===== src/rtl/dma_err_gate_pkg.sv =====
package dma_err_gate_pkg;

  localparam int NUM_CLASS = 9;
  localparam int NUM_FLAG  = 4;

  localparam int CL_BUSY     = 0;
  localparam int CL_BUSERR   = 1;
  localparam int CL_BABBLE   = 2;
  localparam int CL_TXERR    = 3;
  localparam int CL_LATECOL  = 4;
  localparam int CL_RETRYLIM = 5;
  localparam int CL_UNDERRUN = 6;
  localparam int CL_FILERNR  = 7;
  localparam int CL_BADRING  = 8;

  typedef struct packed {
    logic ev;
    logic flag;
    logic halt_tx;
    logic halt_rx;
    logic drop;
  } effect_t;

  // Effect mix of one class for one pulse, given its suppression bit.
  function automatic effect_t class_effect(input int idx, input logic cond, input logic dis);
    effect_t e;
    e = '0;
    if (cond) begin
      if (!dis) begin
        e.ev = 1'b1;
        case (idx)
          CL_BUSY:     e.halt_rx = 1'b1;
          CL_BUSERR:   begin e.halt_tx = 1'b1; e.halt_rx = 1'b1; end
          CL_BABBLE:   e.flag = 1'b1;
          CL_LATECOL,
          CL_RETRYLIM,
          CL_UNDERRUN: begin e.flag = 1'b1; e.halt_tx = 1'b1; end
          default:     ;
        endcase
      end else if (idx == CL_FILERNR || idx == CL_BADRING) begin
        e.drop = 1'b1;
      end
    end
    return e;
  endfunction

  // Descriptor flag strobe slot used by a flag-raising class.
  function automatic logic [1:0] flag_slot(input int idx);
    case (idx)
      CL_LATECOL:  return 2'd1;
      CL_RETRYLIM: return 2'd2;
      CL_UNDERRUN: return 2'd3;
      default:     return 2'd0;
    endcase
  endfunction

endpackage


===== src/rtl/err_class_policy.sv =====
module err_class_policy
  import dma_err_gate_pkg::*;
#(
  parameter int IDX = 0
) (
  input  logic cond_i,
  input  logic dis_i,
  output logic ev_o,
  output logic flag_o,
  output logic halt_tx_o,
  output logic halt_rx_o,
  output logic drop_o
);

  effect_t eff;

  always_comb eff = class_effect(IDX, cond_i, dis_i);

  assign ev_o      = eff.ev;
  assign flag_o    = eff.flag;
  assign halt_tx_o = eff.halt_tx;
  assign halt_rx_o = eff.halt_rx;
  assign drop_o    = eff.drop;

  // a suppressed pulse never records an event
  always_comb begin
    if (dis_i) begin
      suppress_no_event_chk: assert (!ev_o && !flag_o && !halt_tx_o && !halt_rx_o);
    end
  end

endmodule


===== src/rtl/err_event_reg.sv =====
module err_event_reg #(
  parameter int           W    = 32,
  parameter logic [W-1:0] IMPL = '1
) (
  input  logic         clk,
  input  logic         rst_n,
  input  logic [W-1:0] set_i,
  input  logic         clr_we_i,
  input  logic [W-1:0] clr_data_i,
  output logic [W-1:0] q_o
);

  logic [W-1:0] clr_mask;
  logic [W-1:0] set_eff;

  assign clr_mask = clr_we_i ? clr_data_i : '0;
  assign set_eff  = set_i & IMPL;

  always_ff @(posedge clk) begin
    if (!rst_n) q_o <= '0;
    else        q_o <= ((q_o & ~clr_mask) | set_eff) & IMPL;
  end


  set_wins_chk: assert property (@(posedge clk) disable iff (!rst_n)
    1'b1 |=> ((q_o & $past(set_eff)) == $past(set_eff)));


  sticky_hold_chk: assert property (@(posedge clk) disable iff (!rst_n)
    1'b1 |=> ((q_o & $past(q_o & ~clr_mask)) == $past(q_o & ~clr_mask)));


  clear_only_chk: assert property (@(posedge clk) disable iff (!rst_n)
    1'b1 |=> ((q_o & ~$past(q_o | set_eff)) == '0));

endmodule


===== src/rtl/queue_halt_latch.sv =====
module queue_halt_latch (
  input  logic clk,
  input  logic rst_n,
  input  logic req_i,
  input  logic restart_i,
  output logic halt_o
);

  always_ff @(posedge clk) begin
    if (!rst_n) halt_o <= 1'b0;
    else        halt_o <= req_i | (halt_o & ~restart_i);
  end


  halt_hold_chk: assert property (@(posedge clk) disable iff (!rst_n)
    (halt_o && !restart_i) |=> halt_o);


  req_wins_chk: assert property (@(posedge clk) disable iff (!rst_n)
    req_i |=> halt_o);


  restart_drop_chk: assert property (@(posedge clk) disable iff (!rst_n)
    (restart_i && !req_i) |=> !halt_o);

endmodule


===== src/rtl/dma_err_gate.sv =====
module dma_err_gate
  import dma_err_gate_pkg::*;
#(
  parameter int REG_W = 32
) (
  input  logic                 clk,
  input  logic                 rst_n,
  input  logic                 dis_wr_i,
  input  logic [REG_W-1:0]     dis_wdata_i,
  input  logic                 evt_clr_i,
  input  logic [REG_W-1:0]     evt_clr_data_i,
  input  logic [NUM_CLASS-1:0] cond_i,
  input  logic                 tx_restart_i,
  input  logic                 rx_restart_i,
  output logic [REG_W-1:0]     dis_o,
  output logic [REG_W-1:0]     evt_o,
  output logic [NUM_FLAG-1:0]  bd_flag_o,
  output logic                 tx_halt_o,
  output logic                 rx_halt_o,
  output logic                 rx_discard_o
);

  localparam logic [REG_W-1:0] IMPL_MASK = {{(REG_W-NUM_CLASS){1'b0}}, {NUM_CLASS{1'b1}}};
  localparam int               NUM_DIR   = 2;
  localparam int               DIR_TX    = 0;
  localparam int               DIR_RX    = 1;

  logic [REG_W-1:0]     dis_q;
  logic [NUM_CLASS-1:0] cls_ev, cls_flag, cls_htx, cls_hrx, cls_drop;
  logic [REG_W-1:0]     evt_set;
  logic [NUM_FLAG-1:0]  flag_set;
  logic                 drop_any;
  logic [NUM_DIR-1:0]   halt_req, halt_restart, halt_q;
  logic [NUM_FLAG-1:0]  flag_q;
  logic                 discard_q;

  // Suppression word
  always_ff @(posedge clk) begin
    if (!rst_n)        dis_q <= '0;
    else if (dis_wr_i) dis_q <= dis_wdata_i & IMPL_MASK;
  end

  // Per-class gating
  for (genvar k = 0; k < NUM_CLASS; k++) begin : g_cls
    err_class_policy #(.IDX(k)) u_pol (
      .cond_i    (cond_i[k]),
      .dis_i     (dis_q[k]),
      .ev_o      (cls_ev[k]),
      .flag_o    (cls_flag[k]),
      .halt_tx_o (cls_htx[k]),
      .halt_rx_o (cls_hrx[k]),
      .drop_o    (cls_drop[k])
    );
  end

  assign evt_set  = {{(REG_W-NUM_CLASS){1'b0}}, cls_ev};
  assign drop_any = |cls_drop;

  always_comb begin
    flag_set = '0;
    for (int k = 0; k < NUM_CLASS; k++) begin
      if (cls_flag[k]) flag_set[flag_slot(k)] = 1'b1;
    end
  end

  err_event_reg #(.W(REG_W), .IMPL(IMPL_MASK)) u_evt (
    .clk        (clk),
    .rst_n      (rst_n),
    .set_i      (evt_set),
    .clr_we_i   (evt_clr_i),
    .clr_data_i (evt_clr_data_i),
    .q_o        (evt_o)
  );

  // Halt latches, one per direction
  assign halt_req[DIR_TX]     = |cls_htx;
  assign halt_req[DIR_RX]     = |cls_hrx;
  assign halt_restart[DIR_TX] = tx_restart_i;
  assign halt_restart[DIR_RX] = rx_restart_i;

  for (genvar d = 0; d < NUM_DIR; d++) begin : g_dir
    queue_halt_latch u_halt (
      .clk       (clk),
      .rst_n     (rst_n),
      .req_i     (halt_req[d]),
      .restart_i (halt_restart[d]),
      .halt_o    (halt_q[d])
    );
  end

  // Registered one-cycle strobes
  always_ff @(posedge clk) begin
    if (!rst_n) begin
      flag_q    <= '0;
      discard_q <= 1'b0;
    end else begin
      flag_q    <= flag_set;
      discard_q <= drop_any;
    end
  end

  assign dis_o        = dis_q;
  assign bd_flag_o    = flag_q;
  assign tx_halt_o    = halt_q[DIR_TX];
  assign rx_halt_o    = halt_q[DIR_RX];
  assign rx_discard_o = discard_q;


  discard_src_chk: assert property (@(posedge clk) disable iff (!rst_n)
    rx_discard_o |-> $past(drop_any));


  discard_no_event_chk: assert property (@(posedge clk) disable iff (!rst_n)
    drop_any |-> ((cls_drop & cls_ev) == '0));


  tx_halt_src_chk: assert property (@(posedge clk) disable iff (!rst_n)
    $rose(tx_halt_o) |-> $past(halt_req[DIR_TX]));


  rx_halt_src_chk: assert property (@(posedge clk) disable iff (!rst_n)
    $rose(rx_halt_o) |-> $past(halt_req[DIR_RX]));


  flag_src_chk: assert property (@(posedge clk) disable iff (!rst_n)
    (bd_flag_o != '0) |-> $past(cls_flag != '0));


  for (genvar k = 0; k < NUM_CLASS; k++) begin : g_supp_chk

    no_evt_when_dis_chk: assert property (@(posedge clk) disable iff (!rst_n)
      (cond_i[k] && dis_q[k] && !evt_o[k]) |=> !evt_o[k]);
  end

endmodule


===== config.mk =====
export PLATFORM = sky130hd
export DESIGN_NAME = dma_err_gate
export DESIGN_NICKNAME = d
export VERILOG_FILES = /design/src/rtl/dma_err_gate_pkg.sv /design/src/rtl/err_class_policy.sv /design/src/rtl/err_event_reg.sv /design/src/rtl/queue_halt_latch.sv /design/src/rtl/dma_err_gate.sv
export SDC_FILE = /design/constraint.sdc
export NUM_CORES = 1
export LEC_CHECK = 0
export BUFFER_PORTS_ARGS = -buffer_cell sky130_fd_sc_hd__buf_2
export CORE_ASPECT_RATIO = 0.8
export CORE_MARGIN = 8
export CORE_UTILIZATION = 35
export DETAILED_ROUTE_END_ITERATION = 8
export PLACE_DENSITY = 0.75
export SLEW_MARGIN = 20
export SYNTH_ARGS = -nofsm -noshare
export SYNTH_HDL_FRONTEND = slang
export SYNTH_HIERARCHICAL = 1
export SYNTH_SLANG_ARGS = --single-unit

===== constraint.sdc =====
create_clock -name clk -period 2.2 [get_ports clk]
set_input_delay 0.22 -clock clk [delete_from_list [all_inputs] [get_ports clk]]
set_output_delay 0.22 -clock clk [all_outputs]
set_load 0.03 [all_outputs]

==> metrics <==
status complete, no violations; pre-CTS WS 1.040 ns; Fin Setup TNS 0 ns; Int Pwr 692.7 uW; number of I/O pins 150; PortBufs 57; post-route ant nets 0; Warnings, synthesis 6; CTS tree done; reg-to-reg startpoint dis_o[5]; drc violations 0; Switching Fraction 0.3676; hold_ws 0.1301 ns; routability cong. 0.7522; total congestion overflow 0; Util after Layout 0.3674; Layout Nets 315; postcts setup bufs 0; Tmin final 1.155 ns; CP Class reg -> reg; maxcap violations 0; Setup crit start kind flop; Hold Crit Start evt_clr_data_i[2]; Tot Pwr 1.095 mW; CP arrival 1.33 ns; worst setup margin 1.045 ns; post_cts resized 0; clock slew at reported path FFs 0.09 ns; switching pwr 402.7 uW; ys flop type dfxtp_1; Hold Path End u_evt/q_o[2]; Synth area leaders buf_4 (36%), dfxtp_1 (30%), nor2b_4 (7.3%); Tcrit/Tclk final 0.5251; leakage 0.9598 nW; Die X-Extent 93.82 um; Sink Count 25; Finish-stage setup viols 0; fraction of registers with async set/reset 0; sequential fraction of the synthesis area 0.2952; area share of the largest cell type after synthesis 0.3587; Hold Path Class in -> reg; worst hold stages 2; largest net degree at the start of global routing 16; Worst R2R End g_dir[0].u_halt/halt_o; Synth Cell Area 1695 sq um; FMAX 0.8656 GHz; worst r2r path cells 4; vias in the first global route 1043; initial drt markers 30; Via Count 1088; post-route cell area 1699 sq um; root cell of the clock tree clkbuf_8; Yosys reg bits 25; Max clock buf depth 2; drt via density 3.688; syn avg cell area 8.563 sq um; footprint of the multi-input gates 754.5 sq um; dominant cell type by area after synthesis buf_4; H-tree depth 1; slowest stage cell, crit path dfxtp_1; antenna violations before repair 0; Setup Skew 0.001950 ns; Area Growth Syn to Fin 0.2214%; slowest stage delay, CP 0.40 ns; # fillers 515; Syn Inst Count 198; hpwl dp 2751 um; later-pin clock latency in the skew report 0.27 ns; drt first pass iters 4; R2R Setup Slk 1.04 ns; hold_buf cts 0; die area 7341 sq um; die height 78.25 um; ANT cells 0; Critical Path Fanout Max 4; placed cell areas 1653 sq um; Core ar. 4624 sq um; drt total wl 3378 um; first-pass GRT wire length 5043 um; crit-path cells nor2b_4 -> nor4_1 -> nand3_1 -> o21a_1; Reg power frac 0.457; GRT Util Overall 0.08648; layout cells sized above 1 0.3149; Comb pwr share 0.291; CP required 2.37 ns; power per cell area 644.7 nW/um^2; # rows 22; Clk pwr share 0.252; Post-synth EDFFs 0; fin cells 295; maximum VDD drop 0.2690 mV; kind of end point of the critical path flop; placed cell count 291; final max-slew violation count 0; TritonCTS buffer count 3; initial core utilization 0.3666; Seq. cell area 500.5 sq um; WL per Instance 11.45 um; RSZ-0062 raised after global routing false; Distinct cells, synth 19; Final Hold Fails 0
worst max-delay path by stage:
stage	start	to	depth (start not counted)	slack [ns]
after floorplan	dis_o[5]	g_dir[0].u_halt/halt_o	5	0.83
after global placement	cond_i[5]	g_dir[0].u_halt/halt_o	5	1.01
after detailed placement	cond_i[5]	g_dir[0].u_halt/halt_o	5	1.04
after CTS	dis_o[5]	g_dir[0].u_halt/halt_o	4	1.03
after global routing	dis_o[5]	g_dir[0].u_halt/halt_o	4	0.98
final	dis_o[5]	g_dir[0].u_halt/halt_o	4	1.04
kinds of logic (layout without fill, tap and decap cells):
family	count (synthesis)	in the layout	share of synthesized area
AO/OA/AOI/OAI	22	22	0.07527
flip-flops	25	25	0.2952
AND/OR/NAND/NOR	38	38	0.1616
other	11	70	0.02435
buffers and inverters	93	71	0.3904
multiplexers	9	9	0.05314
cells in the final DEF (no fill, tap or decap), types with 4 or more instances in the layout:
cell     Yosys  routed
nor2b_4      9       9
inv_1       10      10
nor4_1       4       4
conb_1      11      70
o21ai_0      9       9
nor2_1      13      13
buf_2        1      57
mux2i_1      9       9
dfxtp_1     25      25
a31oi_1     10      10
worst max-delay path, delay by kind of cell, from the launching register on:
family | cells | cell delay (ns)
simple gates | 3 | 0.48
flops | 1 | 0.40
compound gates | 1 | 0.19
cells in the mapped netlist (all sizes together) (3+ instances only):
library cell and number:
nor3 3, o21ai 9, a31oi 10, dfxtp 25, and2 5, nor4 4
buf 83, mux2i 9, inv 10, nor2 13, nor2b 9, conb 11
layout make-up:
class | count | share of cell area
multi-input combinational | 139 | 0.4440
sequential | 25 | 0.2946
timing repair buffer | 57 | 0.1679
tap | 60 | 0.04418
clock buffer | 3 | 0.02430
inverter | 10 | 0.02209
clock inverter | 1 | 0.002946
power groups by stage:
| stage | registers (mW) | logic [mW] | clock network [mW] |
|---|---|---|---|
| floorplan | 0.573 | 0.291 | 0 |
| global placement | 0.511 | 0.314 | 0 |
| detailed placement | 0.512 | 0.317 | 0 |
| CTS | 0.502 | 0.317 | 0.296 |
| global route | 0.505 | 0.342 | 0.315 |
| finish | 0.501 | 0.318 | 0.276 |
per-layer routing:
metal	share of wire	track usage
met5	0	0
met4	0.0041	0.01422
met3	0.11	0.03802
met2	0.48	0.1543
met1	0.41	0.09319
state kept, by name (all words and copies together), names as in the netlist:
signal	flops
bd_flag_o	4
u_evt/q_o	9
rx_discard_o	1
g_dir.u_halt/halt_o	2
dis_o	9
(Power assumes the default switching activity.)
